**src/rtl/rxr_pkg.sv**
```systemverilog
package rxr_pkg;
  localparam int AW    = 23;  // word address width (24-bit byte space)
  localparam int LEN_W = 12;  // message length field

  typedef enum logic [2:0] {
    ST_IDLE, ST_FETCH, ST_RECV, ST_REL, ST_WLEN, ST_WFLG, ST_DONE, ST_DROP
  } rxr_state_t;
endpackage

```
**src/rtl/rxr_ring_ptr.sv**
```systemverilog
module rxr_ring_ptr #(
  parameter int IDX_W = 7,
  parameter int AW    = 23
) (
  input  logic             clk,
  input  logic             rst,
  input  logic             adv,
  input  logic [AW-1:0]    ring_base,
  input  logic [2:0]       ring_log2,
  output logic [IDX_W-1:0] idx,
  output logic [AW-1:0]    dsc_addr
);
  logic [IDX_W-1:0] mask;

  assign mask     = (IDX_W'(1) << ring_log2) - IDX_W'(1);
  assign dsc_addr = ring_base + AW'({idx, 2'b00});

  always_ff @(posedge clk) begin
    if (rst)      idx <= '0;
    else if (adv) idx <= (idx + IDX_W'(1)) & mask;
  end
endmodule

```
**src/rtl/rxr_status.sv**
```systemverilog
module rxr_status (
  input  logic       clk,
  input  logic       rst,
  input  logic       clear,
  input  logic       end_ld,
  input  logic       crc_in,
  input  logic       fram_in,
  input  logic       set_oflo,
  input  logic       first,
  output logic       oflo,
  output logic [7:0] fin_flags
);
  logic crc_q, fram_q, err;

  assign err       = crc_q | fram_q | oflo;
  // OWN ERR FRAM OFLO CRC BUFF STP ENP
  assign fin_flags = {1'b0, err, fram_q, oflo, crc_q, 1'b0, first, 1'b1};

  always_ff @(posedge clk) begin
    if (rst || clear) begin
      crc_q  <= 1'b0;
      fram_q <= 1'b0;
      oflo   <= 1'b0;
    end else begin
      if (end_ld) begin
        crc_q  <= crc_in;
        fram_q <= fram_in;
      end
      if (set_oflo) oflo <= 1'b1;
    end
  end
endmodule

```
**src/rtl/rx_desc_ring.sv**
```systemverilog
module rx_desc_ring
  import rxr_pkg::*;
#(
  parameter int IDX_W = 7,
  parameter int SPC_W = 13
) (
  input  logic          clk,
  input  logic          rst,
  input  logic [AW-1:0] cfg_ring_base,
  input  logic [2:0]    cfg_ring_log2,
  input  logic          rx_valid,
  output logic          rx_ready,
  input  logic [7:0]    rx_data,
  input  logic          rx_last,
  input  logic          rx_crc_err,
  input  logic          rx_fram_err,
  output logic          mem_rd,
  output logic          mem_we,
  output logic [AW-1:0] mem_addr,
  output logic [15:0]   mem_wdata,
  input  logic [15:0]   mem_rdata,
  output logic          rint,
  output logic          miss
);
  rxr_state_t       st;
  logic [2:0]       fc;
  logic [AW-1:0]    cur_dsc, prev_dsc, wptr, dsc_addr;
  logic [7:0]       cur_hi, prev_hi, hold, fin_flags;
  logic [15:0]      cur_lo;
  logic             own_q, cur_first, prev_first, half, oflo;
  logic [SPC_W-1:0] space;
  logic [LEN_W-1:0] cnt;
  logic [IDX_W-1:0] idx;
  logic             accept, fill, adv, set_oflo;

  assign rx_ready = (st == ST_RECV) || (st == ST_DROP);
  assign accept   = (st == ST_RECV) && rx_valid;
  assign fill     = accept && !rx_last && (space == SPC_W'(1));
  assign adv      = fill || ((st == ST_WFLG) && !oflo);
  assign set_oflo = (st == ST_FETCH) && (fc == 3'd4) && !own_q && !cur_first;

  rxr_ring_ptr #(.IDX_W(IDX_W), .AW(AW)) u_ptr (
    .clk(clk), .rst(rst), .adv(adv), .ring_base(cfg_ring_base),
    .ring_log2(cfg_ring_log2), .idx(idx), .dsc_addr(dsc_addr)
  );

  rxr_status u_stat (
    .clk(clk), .rst(rst), .clear((st == ST_IDLE) && rx_valid),
    .end_ld(accept && rx_last), .crc_in(rx_crc_err), .fram_in(rx_fram_err),
    .set_oflo(set_oflo), .first(cur_first), .oflo(oflo), .fin_flags(fin_flags)
  );

  always_ff @(posedge clk) begin
    if (rst) begin
      st <= ST_IDLE; fc <= '0;
      mem_rd <= 1'b0; mem_we <= 1'b0; mem_addr <= '0; mem_wdata <= '0;
      rint <= 1'b0; miss <= 1'b0;
      cur_dsc <= '0; prev_dsc <= '0; wptr <= '0;
      cur_hi <= '0; prev_hi <= '0; hold <= '0; cur_lo <= '0;
      own_q <= 1'b0; cur_first <= 1'b0; prev_first <= 1'b0; half <= 1'b0;
      space <= '0; cnt <= '0;
    end else begin
      mem_rd <= 1'b0;
      mem_we <= 1'b0;
      rint   <= 1'b0;
      miss   <= 1'b0;
      case (st)
        ST_IDLE: if (rx_valid) begin
          cur_first <= 1'b1;
          cnt       <= '0;
          fc        <= '0;
          st        <= ST_FETCH;
        end
        ST_FETCH: begin
          fc <= fc + 3'd1;
          case (fc)
            3'd0: begin mem_rd <= 1'b1; mem_addr <= dsc_addr; cur_dsc <= dsc_addr; end
            3'd1: begin mem_rd <= 1'b1; mem_addr <= cur_dsc + AW'(1); end
            3'd2: begin mem_rd <= 1'b1; mem_addr <= cur_dsc + AW'(2); cur_lo <= mem_rdata; end
            3'd3: begin own_q <= mem_rdata[15]; cur_hi <= mem_rdata[7:0]; end
            default: begin
              wptr  <= AW'({cur_hi, cur_lo[15:1]});
              space <= SPC_W'(4096) - SPC_W'(mem_rdata[11:0]);
              half  <= 1'b0;
              if (!own_q) begin
                if (cur_first) begin
                  miss <= 1'b1;
                  st   <= ST_DROP;
                end else begin
                  cur_dsc   <= prev_dsc;
                  cur_hi    <= prev_hi;
                  cur_first <= prev_first;
                  st        <= ST_WLEN;
                end
              end else begin
                st <= cur_first ? ST_RECV : ST_REL;
              end
            end
          endcase
        end
        ST_REL: begin
          mem_we    <= 1'b1;
          mem_addr  <= prev_dsc + AW'(1);
          mem_wdata <= {6'b0, prev_first, 1'b0, prev_hi};
          st        <= ST_RECV;
        end
        ST_RECV: if (rx_valid) begin
          cnt   <= cnt + LEN_W'(1);
          space <= space - SPC_W'(1);
          if (half) begin
            mem_we    <= 1'b1;
            mem_addr  <= wptr;
            mem_wdata <= {hold, rx_data};
            wptr      <= wptr + AW'(1);
            half      <= 1'b0;
          end else if (rx_last) begin
            mem_we    <= 1'b1;
            mem_addr  <= wptr;
            mem_wdata <= {rx_data, 8'h00};
          end else begin
            hold <= rx_data;
            half <= 1'b1;
          end
          if (rx_last) begin
            st <= ST_WLEN;
          end else if (space == SPC_W'(1)) begin
            prev_dsc   <= cur_dsc;
            prev_hi    <= cur_hi;
            prev_first <= cur_first;
            cur_first  <= 1'b0;
            fc         <= '0;
            st         <= ST_FETCH;
          end
        end
        ST_WLEN: begin
          mem_we    <= 1'b1;
          mem_addr  <= cur_dsc + AW'(3);
          mem_wdata <= 16'(cnt);
          st        <= ST_WFLG;
        end
        ST_WFLG: begin
          mem_we    <= 1'b1;
          mem_addr  <= cur_dsc + AW'(1);
          mem_wdata <= {fin_flags, cur_hi};
          st        <= ST_DONE;
        end
        ST_DONE: begin
          rint <= 1'b1;
          st   <= oflo ? ST_DROP : ST_IDLE;
        end
        ST_DROP: if (rx_valid && rx_last) st <= ST_IDLE;
        default: st <= ST_IDLE;
      endcase
    end
  end
endmodule

```
**config.mk**
```make
export PLATFORM = sky130hd
export DESIGN_NAME = rx_desc_ring
export DESIGN_NICKNAME = d
export VERILOG_FILES = /design/src/rtl/rxr_pkg.sv /design/src/rtl/rxr_ring_ptr.sv /design/src/rtl/rxr_status.sv /design/src/rtl/rx_desc_ring.sv
export SDC_FILE = /design/constraint.sdc
export NUM_CORES = 1
export LEC_CHECK = 0
export BUFFER_PORTS_ARGS = -buffer_cell sky130_fd_sc_hd__buf_2
export CAP_MARGIN = 20
export CORE_ASPECT_RATIO = 1.2
export CORE_UTILIZATION = 60
export DETAILED_ROUTE_END_ITERATION = 10
export PLACE_DENSITY = 0.91
export RECOVER_POWER = 25
export SETUP_SLACK_MARGIN = 0.15
export SYNTH_ARGS = -nofsm -noshare
export SYNTH_HDL_FRONTEND = slang
export SYNTH_SLANG_ARGS = --single-unit
```
**constraint.sdc**
```tcl
create_clock -name clk -period 2.95 [get_ports clk]
set_input_delay 0.1475 -clock clk [delete_from_list [all_inputs] [get_ports clk]]
set_output_delay 0.1475 -clock clk [all_outputs]
set_load 0.01 [all_outputs]
```
==> results.md <==
- Largest net degree at the start of global routing: 68
- Area of the die: approximately 0.021 sq mm
- Clock Pin Slew Worst Setup and Hold Paths: approximately 90 ps
- Top-count cell post-synth: nand2_1
- Register-to-register setup slack: between 300 and 400 ps
- Top Ports: 100
- Final WL: roughly 45000 um
- Crit path DAT: 2960 ps
- Worst-Skew Late Latency: 450 ps
- Die width: 133 um
- Critical Path RT: between 3000 and 4000 ps
- Crit path max fanout: 49
- Post-detail-place hpwl: 32400 um
- Yosys top cell area share: 31.7%
- Clk buf depth: 2
- PD cells: 751 mW/mm^2
- Number of flops mapped to enable cells by yosys: 0
- GRT Overall Usage: 41.9%
- Period utilization: 89.6%
- Hold path startpoint: rx_data[5]
- # rows: 57
- R2R Path Start: st[2]
- Port bufs: slightly below 100
- YS warnings: 0
- H-tree depth: 4
- Max-cap viol count: 0
- Worst setup margin: 306 ps
- Yosys cell types: 79
- Hold Crit Endpoint: hold[5]
- Highest Clock Rate: 0.378 GHz
- Leakage power: 5.03 nW
- CTS root buf: clkbuf_16
- P_sw: 4.80 mW
- Top cells by area, synth: dfxtp_1 (32%), a21oi_1 (7.6%), nand2_1 (7.4%)
- WHS: 3.53 ps
- Critical Path Source Type: flop
- Status: finished, final reports clean
- CP delay by family, top: simple AND/OR/NAND/NOR gates
- Unrepaired setup endpoints after global routing: false
- Clock Skew: 14.2 ps
- Diode count: 0
- Top cells by count, synth: nand2_1 (245), nor2_1 (197), dfxtp_1 (196)
- Buffer and inverter count on the worst path: 3
- Cell taking the most area after synthesis: dfxtp_1
- Switch share: 45.0%
- First-pass GRT wire length: approximately 70000 um
- First-iteration detailed-routing DRC count: around 1500
- Combinational fraction of design power: 44.5%
- Worst-margin pin slew: approximately 820 ps
- Avg WL per Cell: 21.8 um
- Placer Congestion: 1.00
- Final nets: 1865
- Final core utilization: 70.0%
- Layout cells sized above 1: approximately an eighth
- Fin cells: 2058
- Final setup viols: 0
- TritonCTS Sinks: around 200
- Synth Area per Inst: 7.33 sq um
- Initial core utilization: between 60% and 70%
- Ys async rst share: 0%
- Vias in the first global route: 13000
- DRC: 0
- Min cycle time layout: 2640 ps
- Grt met3 use: 7.10%
- Min-Delay Path Class: input port to flop
- Register area share after synthesis: 31.7%
- Synth Register Bits: between 150 and 200
- Slowest-stage cell, CP: or3_1
- DR vias/cell: 6.67
- Worst R2R Path Depth: 8
- Die Y: 159 um
- Setup TNS: 0 ps
- Design Power: ~11 mW
- Grt met1 use: approximately half
- R2r endpoint: hold[1]
- Antenna viol nets, final: 0
- Delay of the slowest critical-path stage: ~590 ps
- Worst setup path class: flop to flop
- Total internal power: 5.86 mW
- Peak VDD IR: 433 uV
- Cell Area, Placed: 0.0134 sq mm
- Syn nets: about 1800
- GR Util met2: 70.5%
- Final slew viol count: 0
- Mapped Area: 0.0124 sq mm
- Grt peak-use layer: met2
- Core area: 0.0203 sq mm
- Flop pwr share: 32.4%
- Hold Fails Final Rpt: 0
- Placed instance count: approximately 2000
- Post-route design area: 0.0142 sq mm
- Critical Path Sink Type: flop
- Hold depth: 3
- Layout Area Growth over Synthesis: 14.6%
- Pre-CTS setup slack: 250 ps
- Slew Limit Headroom: 45.4%
- Via count: 13700
- Ys flop type: dfxtp_1
- Initial antenna violation count: 0
- CTS buffer count: 17
- TritonRoute pass-1 iters: 6
- Crit-path cells: clkbuf_1, nor3b_4, buf_4, buf_12, nand2_1, or3_1, mux2i_1, nor2_1
- Clock share of power: 23.2%
- CTS tree: yes
- GRT overflow: 0
- Post-Syn Instances: ~1700
[sequential cells by signal, summed over array words and instances, names as in the netlist, 12 cells and up]
name / flops
cur_dsc: 23
mem_addr: 23
prev_dsc: 23
wptr: 23
mem_wdata: 16
cur_lo: 15
space: 13
cnt: 12
[power by group through the flow]
stage | clock network (mW) | registers [mW] | logic, mW
2_1_floorplan | 0 | 3.34 | 3.00
3_3_place_gp | 0 | 3.46 | 4.53
3_5_place_dp | 0 | 3.48 | 4.57
4_1_cts | 2.45 | 3.42 | 4.62
5_1_grt | 2.56 | 3.48 | 5.08
6_report | 2.47 | 3.45 | 4.74
[worst register-to-register path: cells and delay by family (launching register included)]
kind	cells	cell delay, ps
buffers and inverters	3	760
and+or+nand+nor	4	1060
muxes	1	300
DFF	1	400
[layout by cell type (no fill, tap or decap), types with 18 or more instances in the layout]
cell type / n
nand2_1: 244
nor2_1: 196
dfxtp_1: 196
a21oi_1: 188
buf_4: 86
o21ai_0: 82
buf_2: 55
xor2_1: 52
nand3_1: 47
clkbuf_1: 46
nor3_1: 42
xnor2_1: 38
a211oi_1: 28
nand4_1: 27
mux2i_1: 27
ha_1: 27
inv_1: 25
and3_1: 24
nor4_1: 20
a221oi_1: 20
o211ai_1: 19
a31oi_1: 18
[worst max-delay path by stage]
| stage | depth (start not counted) | slack (ps) | start | endpoint |
|---|---|---|---|---|
| final | 8 | 310 | st[2] | hold[1] |
| after floorplan | 9 | 510 | cur_dsc[1] | mem_addr[19] |
| after detailed placement | 6 | 250 | st[2] | mem_wdata[10] |
| after CTS | 6 | 260 | st[2] | mem_wdata[10] |
| after global routing | 9 | 140 | st[2] | wptr[21] |
| after global placement | 8 | 360 | st[1] | wptr[21] |
[cell families (layout without fill, tap and decap cells)]
logic type                 after synthesis  in the layout  synth area share, %
xor gates and xnor gates                90             90                 6.37
DFF                                    196            196                 31.7
buffers and inverters                  160            266                 5.00
adders and majority gates               29             29                 2.99
and+or+nand+nor                        690            690                 26.2
AOI/OAI and AO/OA                      493            493                 25.4
muxes                                   29             29                 2.37
[area by class of cell]
cell class	count	area (sq um)
Multi-Input combinational cell	1331	7880
Fill cell	1688	6070
Sequential cell	196	3920
Timing Repair Buffer	208	1330
Clock buffer	18	439
Tap cell	265	332
Clock inverter	14	183
Inverter	26	97.6
[routing by layer]
layer / vias up / wire length [um]
li1: 6282 / -
met1: 6449 / 17100
met2: 810 / 21300
met3: 177 / 4050
met4: 0 / 2340
met5: - / 0
[timing repair]
action	CTS	global route
endpoints found under the hold margin	17	0
hold buffers	17	0
endpoints found under the setup margin	0	10
setup buffers	0	2
gates resized for setup	0	5
Power figures use the tool's default switching activity.
